$ cat config.mk
export PLATFORM = sky130hd
export DESIGN_NAME = fuse_word_reg
export DESIGN_NICKNAME = d
export VERILOG_FILES = /design/src/rtl/fuse_word_pkg.sv /design/src/rtl/fuse_sense_seq.sv /design/src/rtl/fuse_prog_ctrl.sv /design/src/rtl/fuse_bus_port.sv /design/src/rtl/fuse_word_reg.sv
export SDC_FILE = /design/constraint.sdc
export NUM_CORES = 1
export LEC_CHECK = 0
export BUFFER_PORTS_ARGS = -buffer_cell sky130_fd_sc_hd__buf_4
export CAP_MARGIN = 40
export CELL_PAD_IN_SITES_DETAIL_PLACEMENT = 2
export CELL_PAD_IN_SITES_GLOBAL_PLACEMENT = 2
export CORE_UTILIZATION = 25
export CTS_BUF_LIST = sky130_fd_sc_hd__clkbuf_16
export DETAILED_ROUTE_END_ITERATION = 12
export PLACE_DENSITY_LB_ADDON = 0.1
export SYNTH_ARGS = -nofsm -noshare
export SYNTH_HDL_FRONTEND = slang
export SYNTH_HIERARCHICAL = 1
export SYNTH_SLANG_ARGS = --single-unit
$ cat constraint.sdc
create_clock -name clk -period 2.5 [get_ports clk]
set_input_delay 0.125 -clock clk [delete_from_list [all_inputs] [get_ports clk]]
set_output_delay 0.125 -clock clk [all_outputs]
set_load 0.02 [all_outputs]
$ cat src/rtl/fuse_word_pkg.sv
package fuse_word_pkg;

    localparam int unsigned LANES  = 4;
    localparam int unsigned LANE_W = 8;
    localparam int unsigned WORD_W = LANES * LANE_W;

    typedef enum logic [1:0] {
        SQ_WAIT  = 2'd0,
        SQ_SENSE = 2'd1,
        SQ_DONE  = 2'd2
    } seq_state_e;

    typedef enum logic {
        PG_IDLE  = 1'b0,
        PG_PULSE = 1'b1
    } prog_state_e;

    typedef struct packed {
        logic              valid;
        logic [LANES-1:0]  sel;
        logic [WORD_W-1:0] data;
    } wr_req_t;

    function automatic int unsigned cnt_width(input int unsigned n);
        return (n < 2) ? 1 : $clog2(n);
    endfunction

endpackage

$ cat src/rtl/fuse_sense_seq.sv
module fuse_sense_seq
    import fuse_word_pkg::*;
#(
    parameter int unsigned SENSE_CYCLES = 4
) (
    input  logic              clk,
    input  logic              rst_n,
    input  logic [WORD_W-1:0] fuse_q,
    output logic              sense,
    output logic              ready,
    output logic [WORD_W-1:0] word
);
    localparam int unsigned CW = cnt_width(SENSE_CYCLES);
    localparam logic [CW-1:0] LAST = CW'(SENSE_CYCLES - 1);

    seq_state_e    st;
    logic [CW-1:0] cnt;

    always_ff @(posedge clk) begin
        if (!rst_n) begin
            st   <= SQ_WAIT;
            cnt  <= '0;
            word <= '0;
        end else begin
            unique case (st)
                SQ_WAIT: begin
                    st  <= SQ_SENSE;
                    cnt <= '0;
                end
                SQ_SENSE: begin
                    if (cnt == LAST) begin
                        word <= fuse_q;
                        st   <= SQ_DONE;
                    end else begin
                        cnt <= cnt + 1'b1;
                    end
                end
                default: st <= SQ_DONE;
            endcase
        end
    end

    assign sense = (st == SQ_SENSE);
    assign ready = (st == SQ_DONE);
endmodule

$ cat src/rtl/fuse_prog_ctrl.sv
module fuse_prog_ctrl
    import fuse_word_pkg::*;
#(
    parameter int unsigned PROG_CYCLES = 8
) (
    input  logic              clk,
    input  logic              rst_n,
    input  wr_req_t           req,
    input  logic              ready,
    input  logic [WORD_W-1:0] blown,
    output logic [WORD_W-1:0] prog
);
    localparam int unsigned CW = cnt_width(PROG_CYCLES);
    localparam logic [CW-1:0] LAST = CW'(PROG_CYCLES - 1);

    prog_state_e       st;
    logic [CW-1:0]     cnt;
    logic [WORD_W-1:0] cand;

    for (genvar g = 0; g < LANES; g++) begin : g_lane
        assign cand[g*LANE_W +: LANE_W] = req.sel[g]
            ? (req.data[g*LANE_W +: LANE_W] & ~blown[g*LANE_W +: LANE_W])
            : '0;
    end

    always_ff @(posedge clk) begin
        if (!rst_n) begin
            st   <= PG_IDLE;
            cnt  <= '0;
            prog <= '0;
        end else begin
            unique case (st)
                PG_IDLE: begin
                    if (req.valid && ready && (cand != '0)) begin
                        prog <= cand;
                        cnt  <= '0;
                        st   <= PG_PULSE;
                    end
                end
                default: begin
                    if (cnt == LAST) begin
                        prog <= '0;
                        st   <= PG_IDLE;
                    end else begin
                        cnt <= cnt + 1'b1;
                    end
                end
            endcase
        end
    end
endmodule

$ cat src/rtl/fuse_bus_port.sv
module fuse_bus_port
    import fuse_word_pkg::*;
(
    input  logic              clk,
    input  logic              rst_n,
    input  logic              cyc,
    input  logic              stb,
    input  logic              we,
    input  logic [LANES-1:0]  sel,
    input  logic [WORD_W-1:0] dat_i,
    input  logic              ready,
    input  logic [WORD_W-1:0] word,
    output logic              ack,
    output logic [WORD_W-1:0] dat_o,
    output wr_req_t           req
);
    logic take;

    assign take = cyc && stb && !ack;

    always_comb begin
        req.valid = take && we;
        req.sel   = sel;
        req.data  = dat_i;
    end

    always_ff @(posedge clk) begin
        if (!rst_n) begin
            ack   <= 1'b0;
            dat_o <= '0;
        end else begin
            ack <= take;
            if (take && !we) begin
                dat_o <= ready ? word : '0;
            end
        end
    end
endmodule

$ cat src/rtl/fuse_word_reg.sv
module fuse_word_reg
    import fuse_word_pkg::*;
#(
    parameter int unsigned SENSE_CYCLES = 4,
    parameter int unsigned PROG_CYCLES  = 8
) (
    input  logic              clk,
    input  logic              rst_n,
    input  logic              wb_cyc,
    input  logic              wb_stb,
    input  logic              wb_we,
    input  logic [LANES-1:0]  wb_sel,
    input  logic [WORD_W-1:0] wb_dat_i,
    output logic [WORD_W-1:0] wb_dat_o,
    output logic              wb_ack,
    input  logic [WORD_W-1:0] fuse_q,
    output logic              fuse_sense,
    output logic [WORD_W-1:0] fuse_prog,
    output logic              word_ready
);
    logic [WORD_W-1:0] latched_word;
    wr_req_t           wr_req;

    fuse_sense_seq #(.SENSE_CYCLES(SENSE_CYCLES)) u_seq (
        .clk   (clk),
        .rst_n (rst_n),
        .fuse_q(fuse_q),
        .sense (fuse_sense),
        .ready (word_ready),
        .word  (latched_word)
    );

    fuse_bus_port u_bus (
        .clk  (clk),
        .rst_n(rst_n),
        .cyc  (wb_cyc),
        .stb  (wb_stb),
        .we   (wb_we),
        .sel  (wb_sel),
        .dat_i(wb_dat_i),
        .ready(word_ready),
        .word (latched_word),
        .ack  (wb_ack),
        .dat_o(wb_dat_o),
        .req  (wr_req)
    );

    fuse_prog_ctrl #(.PROG_CYCLES(PROG_CYCLES)) u_prog (
        .clk  (clk),
        .rst_n(rst_n),
        .req  (wr_req),
        .ready(word_ready),
        .blown(latched_word),
        .prog (fuse_prog)
    );
endmodule

==> metrics.md, run 1 <==
| Metric | Value |
|---|---|
| DRC violations left | `0` |
| Cell family with most CP delay | `simple AND/OR/NAND/NOR gates` |
| Clk_skew | `0.00721 ns` |
| # clock sinks | `105` |
| Post-CTS setup buffers | `0` |
| First drt pass iteration count | `4` |
| Critical-path cell list | `nand3b_1, nand4_1, or4_1, nor3_1, nor3_2, buf_12, o21a_1` |
| R2R Setup Slk | `0.51 ns` |
| H-tree depth | `3` |
| Placer Congestion | `0.740` |
| Worst Tran Pin Value | `0.644 ns` |
| Final nets | `710` |
| Layout area overhead | `23.0%` |
| Leak pwr | `2.37 nW` |
| Post-DP HPWL | `12100 um` |
| Post-synthesis cell type count | `37` |
| Tot GR Track Use | `16.1%` |
| Mapped Cells | `550` |
| Area share of the largest cell type after synthesis | `41.6%` |
| Biggest area consumer among synthesized cells | `dfxtp_1` |
| Die Width | `144 um` |
| Core Region | `0.0197 mm^2` |
| WP buf/inv | `1` |
| Area contributors post-synth | `dfxtp_1 (42%), mux2i_1 (19%), nand2_1 (11%), buf_4 (5.3%), nand3_1 (4.1%)` |
| # fillers | `2241` |
| Clock latency on the worst-skew pair | `0.35 ns` |
| Ys async rst share | `0%` |
| Ys flop type | `dfxtp_1` |
| Sequential fraction of the synthesis area | `41.6%` |
| Highest-delay cell along the critical path | `or4_1` |
| Max-cap violations | `0` |
| Setup violators final | `0` |
| Clk root buf | `clkbuf_16` |
| Non-Filler Instances | `904` |
| Clock transition at path regs | `0.07 ns` |
| Vias per cell | `4.41` |
| Drt first-iter violations | `155` |
| Min-Delay Path Class | `input pin to register` |
| Commonest cells post-synth | `nand2_1 (154), dfxtp_1 (105), mux2i_1 (96)` |
| Critical Path RT | `2.75 ns` |
| EDFF count, synth | `0` |
| Yosys warnings | `6` |
| Crit share post-route | `79.6%` |
| Vias in the first global route | `4265` |
| Slew headroom | `57.1%` |
| RSZ-0062 raised after global routing | `false` |
| Crit Path Max Fanout | `36` |
| Drt total wl | `16200 um` |
| Post-route ant nets | `0` |
| Syn_area_per_cell | `9.20 um^2` |
| CTS tree | `yes` |
| Post-Syn Area | `0.00506 mm^2` |
| Row cnt | `51` |
| Final instance area | `0.00622 mm^2` |
| Final min period | `1.99 ns` |
| Largest net degree at the start of global routing | `58` |
| Final-report max-slew violation count | `0` |
| TritonCTS Buffers | `9` |
| GRT Residual Overflow | `0` |
| Setup CP Type | `register to register` |
| Maximum vdd drop | `0.312 mV` |
| Vert. Die Dim | `144 um` |
| WL/cell | `17.9 um` |
| Placed cells | `888` |
| Fin worst setup slack | `0.510 ns` |
| Critical Path End Type | `register` |
| Flops & latches, synth | `105` |
| Starting density of the core | `25.7%` |
| Die area | `0.0208 mm^2` |
| CP peak stage delay | `0.52 ns` |
| Pre-CTS setup slack | `0.502 ns` |
| Ant diodes | `0` |
| Post-Syn Nets | `626` |
| Power Density | `543 mW/mm^2` |
| Area after DPL | `0.00593 mm^2` |
| PortBufs | `139` |
| WHS | `0.0271 ns` |
| Worst EP arrival | `2.24 ns` |
| Most frequent cell after synthesis | `nand2_1` |
| Highest Clock Rate | `503 MHz` |
| Vias | `3983` |
| Endpoints failing hold | `0` |
| # IOs | `140` |
| CTS Hold Bufs | `0` |
| Share of cells above drive strength 1 | `26.4%` |
| CTS Buffer Depth | `2` |
| Initial antenna violation count | `0` |
| Setup_tns | `0 ns` |
| Outcome | `completed` |
| Post-CTS resize count | `0` |
| First-pass GRT wire length | `24800 um` |
| Crit path launch type | `register` |
==> tightest hold or removal path, delay by kind of cell <==
| kind | cells | cell delay (ns) |
|---|---|---|
| AND/OR/NAND/NOR | 1 | 0.05 |
| multiplexers | 1 | 0.05 |
| buffers and inverters | 1 | 0.11 |
==> report_power, final <==
group          switching [mW]  internal, mW  total, mW
logic                   0.149         0.131      0.280
clock network           0.650         0.767       1.42
registers             0.00580          1.68       1.68
==> per-layer routing <==
metal  share of wire (%)  GRT usage (%)
met3                 4.3           4.21
met2                  46           26.0
met4                0.93           3.60
met1                  49           21.3
met5                   0              0
==> state kept, by name, summed over array words and instances (netlist names) <==
name	count
u_prog/prog	32
u_prog/st	1
u_seq/word	32
u_bus/ack	1
u_bus/dat_o	32
u_prog/cnt	3
u_seq/cnt	2
u_seq/st	2
==> cells by family after synthesis <==
kind of cell    count (synthesis)  synth area share, %
simple gates                  256                 24.1
flops                         105                 41.6
compound gates                 15                 2.03
mux                            96                 19.0
buf+inv                        75                 12.5
fa+ha+maj                       3                0.742
==> layout make-up <==
class | count | area, um^2 | share of cell area, %
clock buffer | 9 | 225 | 3.62
clock inverter | 7 | 62.6 | 1.01
timing repair buffer | 148 | 1160 | 18.7
tap | 265 | 332 | 5.33
sequential | 105 | 2100 | 33.8
multi-input combinational | 370 | 2340 | 37.6
==> stage by stage <==
stage	utilization [%]	total power [mW]
2_1_floorplan	-	1.90
3_5_place_dp	30.2	2.01
5_1_grt	31.7	3.53
4_1_cts	31.7	3.45
6_report	31.7	3.38
3_3_place_gp	30.2	2.00
==> path summary, 6_finish.rpt <==
| check | startpoint | cells past startpoint | end |
|---|---|---|---|
| setup / recovery | u_seq/word[9]$_SDFFE_PN0P_ | 7 | u_prog/st$_SDFF_PN0_ |
| setup reg to reg | u_seq/word[9]$_SDFFE_PN0P_ | 7 | u_prog/st$_SDFF_PN0_ |
| hold reg to reg | u_prog/prog[17]$_SDFFE_PN0P_ | 2 | u_prog/prog[17]$_SDFFE_PN0P_ |
| hold / removal | fuse_q[22] | 3 | u_seq/word[22]$_SDFFE_PN0P_ |
==> cell usage in the layout (no fill, tap or decap), drive strengths merged <==
master,synthesis,layout
bufinv,0,1
o21a,1,1
nor2b,25,25
nand3,41,41
clkbuf,12,9
a21oi,1,1
nand2,154,154
nand4,3,3
and3b,5,5
dfxtp,105,105
clkinvlp,0,2
ha,3,3
o2bb2ai,2,2
o41ai,4,4
a21boi,1,1
nand3b,8,8
and2,4,4
mux2i,96,96
and4b,2,2
nand2b,1,1
nor3,2,2
or4,1,1
inv,0,1
o21ai,6,6
nand4b,5,5
clkinv,0,3
nor4b,1,1
buf,55,148
and4bb,2,2
nor2,1,1
and2b,1,1
(Power assumes the default switching activity.)
==> inputs of run 2 (changes only) <==
clock period = 1.7 ns   (was 2.5 ns; I/O delays follow)
==> metrics.md, run 2 (synthesis results as in run 1) <==
| Metric | Value |
|---|---|
| Most frequent cells in the layout | `buf_4 (200), nand2_1 (154), mux2i_1 (94), dfxtp_1 (87), nand3_1 (41)` |
| Fin worst setup slack | `-0.248 ns (-0.758 ns)` |
| Failing checks | `negative setup slack` |
| Clk root buf | `clkbuf_16` |
| # clock sinks | `105 (unchanged)` |
| Die Width | `144 um (unchanged)` |
| Die area | `0.0208 mm^2 (unchanged)` |
| # IOs | `140 (unchanged)` |
| Drt first-iter violations | `150 (-3.2%)` |
| Critical Path End Type | `register` |
| CP peak stage delay | `0.54 ns (+0.02 ns)` |
| Highest-delay cell along the critical path | `or4_4` |
| Power Density | `736 mW/mm^2 (+35%)` |
| Crit Path Max Fanout | `9 (-75%)` |
| H-tree depth | `3 (unchanged)` |
| Drt total wl | `18000 um (+11%)` |
| Ant diodes | `0 (unchanged)` |
| Final instance area | `0.00719 mm^2 (+16%)` |
| Crit share post-route | `115% (+35 points)` |
| Post-DP HPWL | `12800 um (+5.9%)` |
| Cell family with most CP delay | `simple AND/OR/NAND/NOR gates` |
| Met2 Use GR | `27.1% (+1.0 points)` |
| WL/cell | `18.2 um (+1.6%)` |
| PortBufs | `139 (unchanged)` |
| Critical-path cell list | `and3b_2, or4_4, nor3_4, nor3_4, buf_12, mux2i_2` |
| GRT Residual Overflow | `0 (unchanged)` |
| Highest Clock Rate | `513 MHz (+2.2%)` |
| Slew headroom | `64.1% (+7.1 points)` |
| Clock latency on the worst-skew pair | `0.36 ns (about the same)` |
| Outcome | `finished with violations` |
| Share of cells above drive strength 1 | `38.6% (+12 points)` |
| WHS | `0.00418 ns (-0.0229 ns)` |
| Layout area overhead | `42.2%` |
| Core Region | `0.0197 mm^2 (unchanged)` |
| Vias | `4331 (+8.7%)` |
| Vias in the first global route | `4589 (+7.6%)` |
| Met1 usage | `24.2% (+2.8 points)` |
| Endpoints failing hold | `0 (unchanged)` |
| First-pass GRT wire length | `26500 um (+7.0%)` |
| Worst Tran Pin Value | `0.536 ns (-0.108 ns)` |
| Leak pwr | `2.92 nW (+23%)` |
| Setup CP Type | `register to register` |
| Min-Delay Path Class | `input pin to register` |
| Crit path launch type | `register` |
| Worst EP arrival | `2.21 ns (-0.03 ns)` |
| Tot GR Track Use | `17.3% (+1.2 points)` |
| Final min period | `1.95 ns (-0.0424 ns)` |
| Clock transition at path regs | `0.08 ns (about the same)` |
| Largest net degree at the start of global routing | `79 (+36%)` |
| Commonest non-fill, non-tap cell in the layout | `buf_4` |
| Starting density of the core | `25.7% (unchanged)` |
| Max-cap violations | `0 (unchanged)` |
| Row cnt | `51 (unchanged)` |
| Met3 usage | `2.42% (-1.8 points)` |
| WP buf/inv | `1 (unchanged)` |
| TritonCTS Buffers | `9 (unchanged)` |
| Maximum vdd drop | `0.521 mV (+67%)` |
| RSZ-0062 raised after global routing | `true` |
| Area after DPL | `0.00638 mm^2 (+7.5%)` |
| Biggest regs | `u_bus/dat_o (32), u_prog/prog (32), u_seq/word (32)` |
| Vert. Die Dim | `144 um (unchanged)` |
| Clk_skew | `0.0107 ns (+0.00344 ns)` |
| Final-report max-slew violation count | `0 (unchanged)` |
| Placer Congestion | `0.764 (+3.3%)` |
| Vias per cell | `4.39 (-0.41%)` |
| CTS tree | `yes` |
| CTS Buffer Depth | `2 (unchanged)` |
| Setup violators final | `36 (+36)` |
| Critical Path RT | `1.97 ns (-0.78 ns)` |
| Post-route ant nets | `0 (unchanged)` |
| First drt pass iteration count | `4 (unchanged)` |
| DRC violations left | `0 (unchanged)` |
| Final nets | `793 (+12%)` |
| Most used cell, CP | `nor3_4` |
| Most used routing layer | `met2` |
| Initial antenna violation count | `0 (unchanged)` |
[run 2: where the power goes]
part	switching (mW)	leakage (nW)	internal, mW
sequential	0.00833	0.856	2.46
clock	0.999	0.150	1.28
combinational	0.254	1.91	0.290
[run 2: path summary, 6_finish.rpt]
| path | cells past startpoint | to | start | slack [ns] |
|---|---|---|---|---|
| worst max-delay path | 6 | u_prog/prog[7]$_SDFFE_PN0P_ | u_seq/word[10]$_SDFFE_PN0P_ | -0.25 |
| worst min-delay path | 3 | u_seq/word[6]$_SDFFE_PN0P_ | fuse_q[6] | 0.004 |
| worst max register to register | 6 | u_prog/prog[7]$_SDFFE_PN0P_ | u_seq/word[10]$_SDFFE_PN0P_ | -0.25 |
| worst min register to register | 2 | u_bus/dat_o[16]$_SDFFE_PN0P_ | u_bus/dat_o[16]$_SDFFE_PN0P_ | 0.46 |
[run 2: routing by layer]
metal  up-vias  part of all wire (%)
met1      2103                    49
met5         -                     0
li1       2133                     -
met2        81                    46
met4         0                   1.8
met3        14                   2.9
[run 2: stage by stage]
step                      util, %  setup TNS, ns  total power [mW]  worst slack (ns)  cells
after floorplan                 -        -0.0122              2.80           -0.0122    550
after global placement       32.5         -10.55              2.99            -0.308    943
after detailed placement     32.5         -12.75              3.00            -0.386    943
after CTS                    35.7          -5.77              5.34            -0.201    982
after global routing         36.6          -7.96              5.50            -0.252    987
final                        36.6          -7.43              5.29            -0.248    987
[run 2: repair_timing]
action | 4_1_cts | 5_1_grt
endpoints found under the setup margin | 36 | 37
hold endpoints to repair | 22 | 0
pin swaps | 3 | 3
buffers inserted | 0 | 7
gates resized for setup | 20 | 45
hold buffers | 22 | 0
cloned | 1 | 1
[run 2: layout make-up]
class	instances	area, um^2
Multi-Input combinational cell	370	2520
Tap cell	265	332
Clock buffer	9	225
Clock inverter	7	85.1
Timing Repair Buffer	231	1900
Sequential cell	105	2130
Fill cell	2235	12500
[run 2: worst register-to-register path: stages, from the launching register on]
cell     delay [ns]
dfxtp_4        0.38
and3b_2        0.23
or4_4          0.54
nor3_4         0.23
nor3_4         0.12
buf_12         0.18
mux2i_2        0.19
==> inputs of run 3 (changes only) <==
CORE_UTILIZATION = 28   (was 25)
CTS_BUF_LIST = default   (was sky130_fd_sc_hd__clkbuf_16)
MAX_ROUTING_LAYER = met4   (was default)
==> metrics.md, run 3 (synthesis results as in run 1) <==
| Metric | Value |
|---|---|
| Outcome | `finished with violations` |
| Failing checks | `negative setup slack` |
| Drt total wl | `17300 um (-3.7%)` |
| CTS tree | `yes` |
| Met1 usage | `25.0% (+0.81 points)` |
| Initial antenna violation count | `0 (unchanged)` |
| Met3 usage | `2.61% (+0.19 points)` |
| Core Region | `0.0175 mm^2 (-11%)` |
| R2R Setup Slk | `-0.15 ns (+0.10 ns)` |
| Min-Delay Path Class | `input pin to register` |
| Endpoints failing hold | `0 (unchanged)` |
| Placer Congestion | `0.757 (-0.96%)` |
| WHS Endpoint | `u_seq/word[3]$_SDFFE_PN0P_` |
| Biggest regs | `u_bus/dat_o (32), u_prog/prog (32), u_seq/word (32)` |
| Leak pwr | `2.92 nW (+0.12%)` |
| Vias per cell | `4.62 (+5.3%)` |
| Ant diodes | `0 (unchanged)` |
| Die area | `0.0186 mm^2 (-11%)` |
| Overall Power | `5.45 mW (+2.9%)` |
| Drt first-iter violations | `168 (+12%)` |
| Final-report max-slew violation count | `0 (unchanged)` |
| Post-DP HPWL | `12300 um (-3.9%)` |
| Power Density | `760 mW/mm^2 (+3.3%)` |
| Crit path launch type | `register` |
| Slew headroom | `62.9% (-1.3 points)` |
| Vert. Die Dim | `136 um (-5.4%)` |
| First drt pass iteration count | `4 (unchanged)` |
| Pre-CTS setup slack | `-0.278 ns (+0.108 ns)` |
| Hold Path Origin | `fuse_q[3]` |
| Worst hold path depth | `3 (unchanged)` |
| Worst reg2reg path endpoint | `u_prog/prog[29]$_SDFFE_PN0P_` |
| Final Util | `41.0% (+4.4 points)` |
| Highest Clock Rate | `540 MHz (+5.2%)` |
| Vias in the first global route | `4643 (+1.2%)` |
| Setup violators final | `36 (unchanged)` |
| Starting density of the core | `28.9% (+3.2 points)` |
| Clock transition at path regs | `0.07 ns (about the same)` |
| RR Startpoint | `u_seq/word[12]$_SDFFE_PN0P_` |
| Tot GR Track Use | `19.2% (+1.9 points)` |
| Placed cells | `900 (-4.6%)` |
| Critical Path RT | `1.97 ns (about the same)` |
| Layout area overhead | `41.6%` |
| First-pass GRT wire length | `25800 um (-2.6%)` |
| DRC violations left | `0 (unchanged)` |
| Setup_tns | `-4.51 ns (+2.93 ns)` |
| Worst Tran Pin Value | `0.555 ns (+0.0191 ns)` |
| Fin worst setup slack | `-0.151 ns (+0.0964 ns)` |
| Maximum vdd drop | `0.479 mV (-8.1%)` |
| Crit share post-route | `109% (-5.7 points)` |
| RSZ-0062 raised after global routing | `true` |
| Clk root buf | `clkbuf_16` |
| Clock latency on the worst-skew pair | `0.35 ns (about the same)` |
| TritonCTS Buffers | `9 (unchanged)` |
| Worst EP arrival | `2.12 ns (-0.09 ns)` |
| H-tree depth | `3 (unchanged)` |
| Die Width | `136 um (-5.4%)` |
| Post-route ant nets | `0 (unchanged)` |
| Non-Filler Instances | `943 (-4.5%)` |
| Met2 Use GR | `30.7% (+3.6 points)` |
| Share of cells above drive strength 1 | `38.7% (+0.076 points)` |
| Final nets | `789 (-0.50%)` |
| Crit Path Max Fanout | `8 (-1)` |
| Row cnt | `48 (-5.9%)` |
| WHS | `0.0148 ns (+0.0107 ns)` |
| PortBufs | `139 (unchanged)` |
| GRT Residual Overflow | `0 (unchanged)` |
| CTS Buffer Depth | `2 (unchanged)` |
| Max-cap violations | `0 (unchanged)` |
| # fillers | `1927 (-14%)` |
| Final min period | `1.85 ns (-0.0964 ns)` |
| Clk_skew | `0.00565 ns (-0.00500 ns)` |
| Final instance area | `0.00716 mm^2 (-0.40%)` |
| Area after DPL | `0.00630 mm^2 (-1.2%)` |
| WL/cell | `18.3 um (+0.77%)` |
| Critical Path End Type | `register` |
| Most used routing layer | `met2` |
| Most frequent cells in the layout | `buf_4 (195), nand2_1 (154), mux2i_1 (96), dfxtp_1 (85), nand3_1 (41)` |
| Largest net degree at the start of global routing | `76 (-3.8%)` |
| Commonest non-fill, non-tap cell in the layout | `buf_4` |
| Vias | `4359 (+0.65%)` |
| Worst reg2reg path depth | `7 (+1)` |
| Setup CP Type | `register to register` |
| # clock sinks | `105 (unchanged)` |
| # IOs | `140 (unchanged)` |
run 3: layout make-up:
type	instances	area [um^2]	share of cell area, %
Tap cell	225	282	3.93
Multi-Input combinational cell	370	2530	35.3
Clock inverter	5	103	1.43
Clock buffer	11	243	3.39
Timing Repair Buffer	227	1880	26.3
Sequential cell	105	2130	29.7
run 3: how the worst max path moves through the flow:
stage	startpoint	to	slack (ns)	cells past startpoint
floorplan	u_seq/word[10]$_SDFFE_PN0P_	u_prog/st$_SDFF_PN0_	-0.01	7
global placement	u_seq/word[12]$_SDFFE_PN0P_	u_prog/prog[5]$_SDFFE_PN0P_	-0.17	7
detailed placement	u_seq/word[13]$_SDFFE_PN0P_	u_prog/prog[16]$_SDFFE_PN0P_	-0.28	7
CTS	u_seq/word[0]$_SDFFE_PN0P_	u_prog/prog[4]$_SDFFE_PN0P_	-0.13	7
global route	u_seq/word[19]$_SDFFE_PN0P_	u_prog/prog[20]$_SDFFE_PN0P_	-0.23	7
finish	u_seq/word[12]$_SDFFE_PN0P_	u_prog/prog[29]$_SDFFE_PN0P_	-0.15	7
run 3: what timing repair did:
action	4_1_cts	5_1_grt
pin swaps	4	2
endpoints found under the setup margin	37	37
buffers inserted	0	7
endpoints found under the hold margin	20	0
cloned	1	1
resized for setup	25	46
hold buffers	20	0
run 3: where the power goes:
part           leakage [nW]  total, mW  switching, mW  internal (mW)
Sequential            0.857       2.47        0.00825           2.46
Clock                 0.166       2.44          0.961           1.48
Combinational          1.90      0.534          0.248          0.286
Total                  2.92       5.45           1.22           4.23
run 3: metal layers:
| metal | wire [um] | up-vias |
|---|---|---|
| li1 | - | 2132 |
| met1 | 8060 | 2125 |
| met2 | 8340 | 82 |
| met3 | 589 | 20 |
| met4 | 297 | 0 |
| met5 | 0 | - |
run 3: worst max-delay path: stages (launching register included):
cell	delay, ns
dfxtp_1	0.35
nor2b_2	0.06
o41ai_2	0.45
nand4_1	0.23
nor3_4	0.20
nor3_4	0.12
buf_12	0.17
mux2i_1	0.17
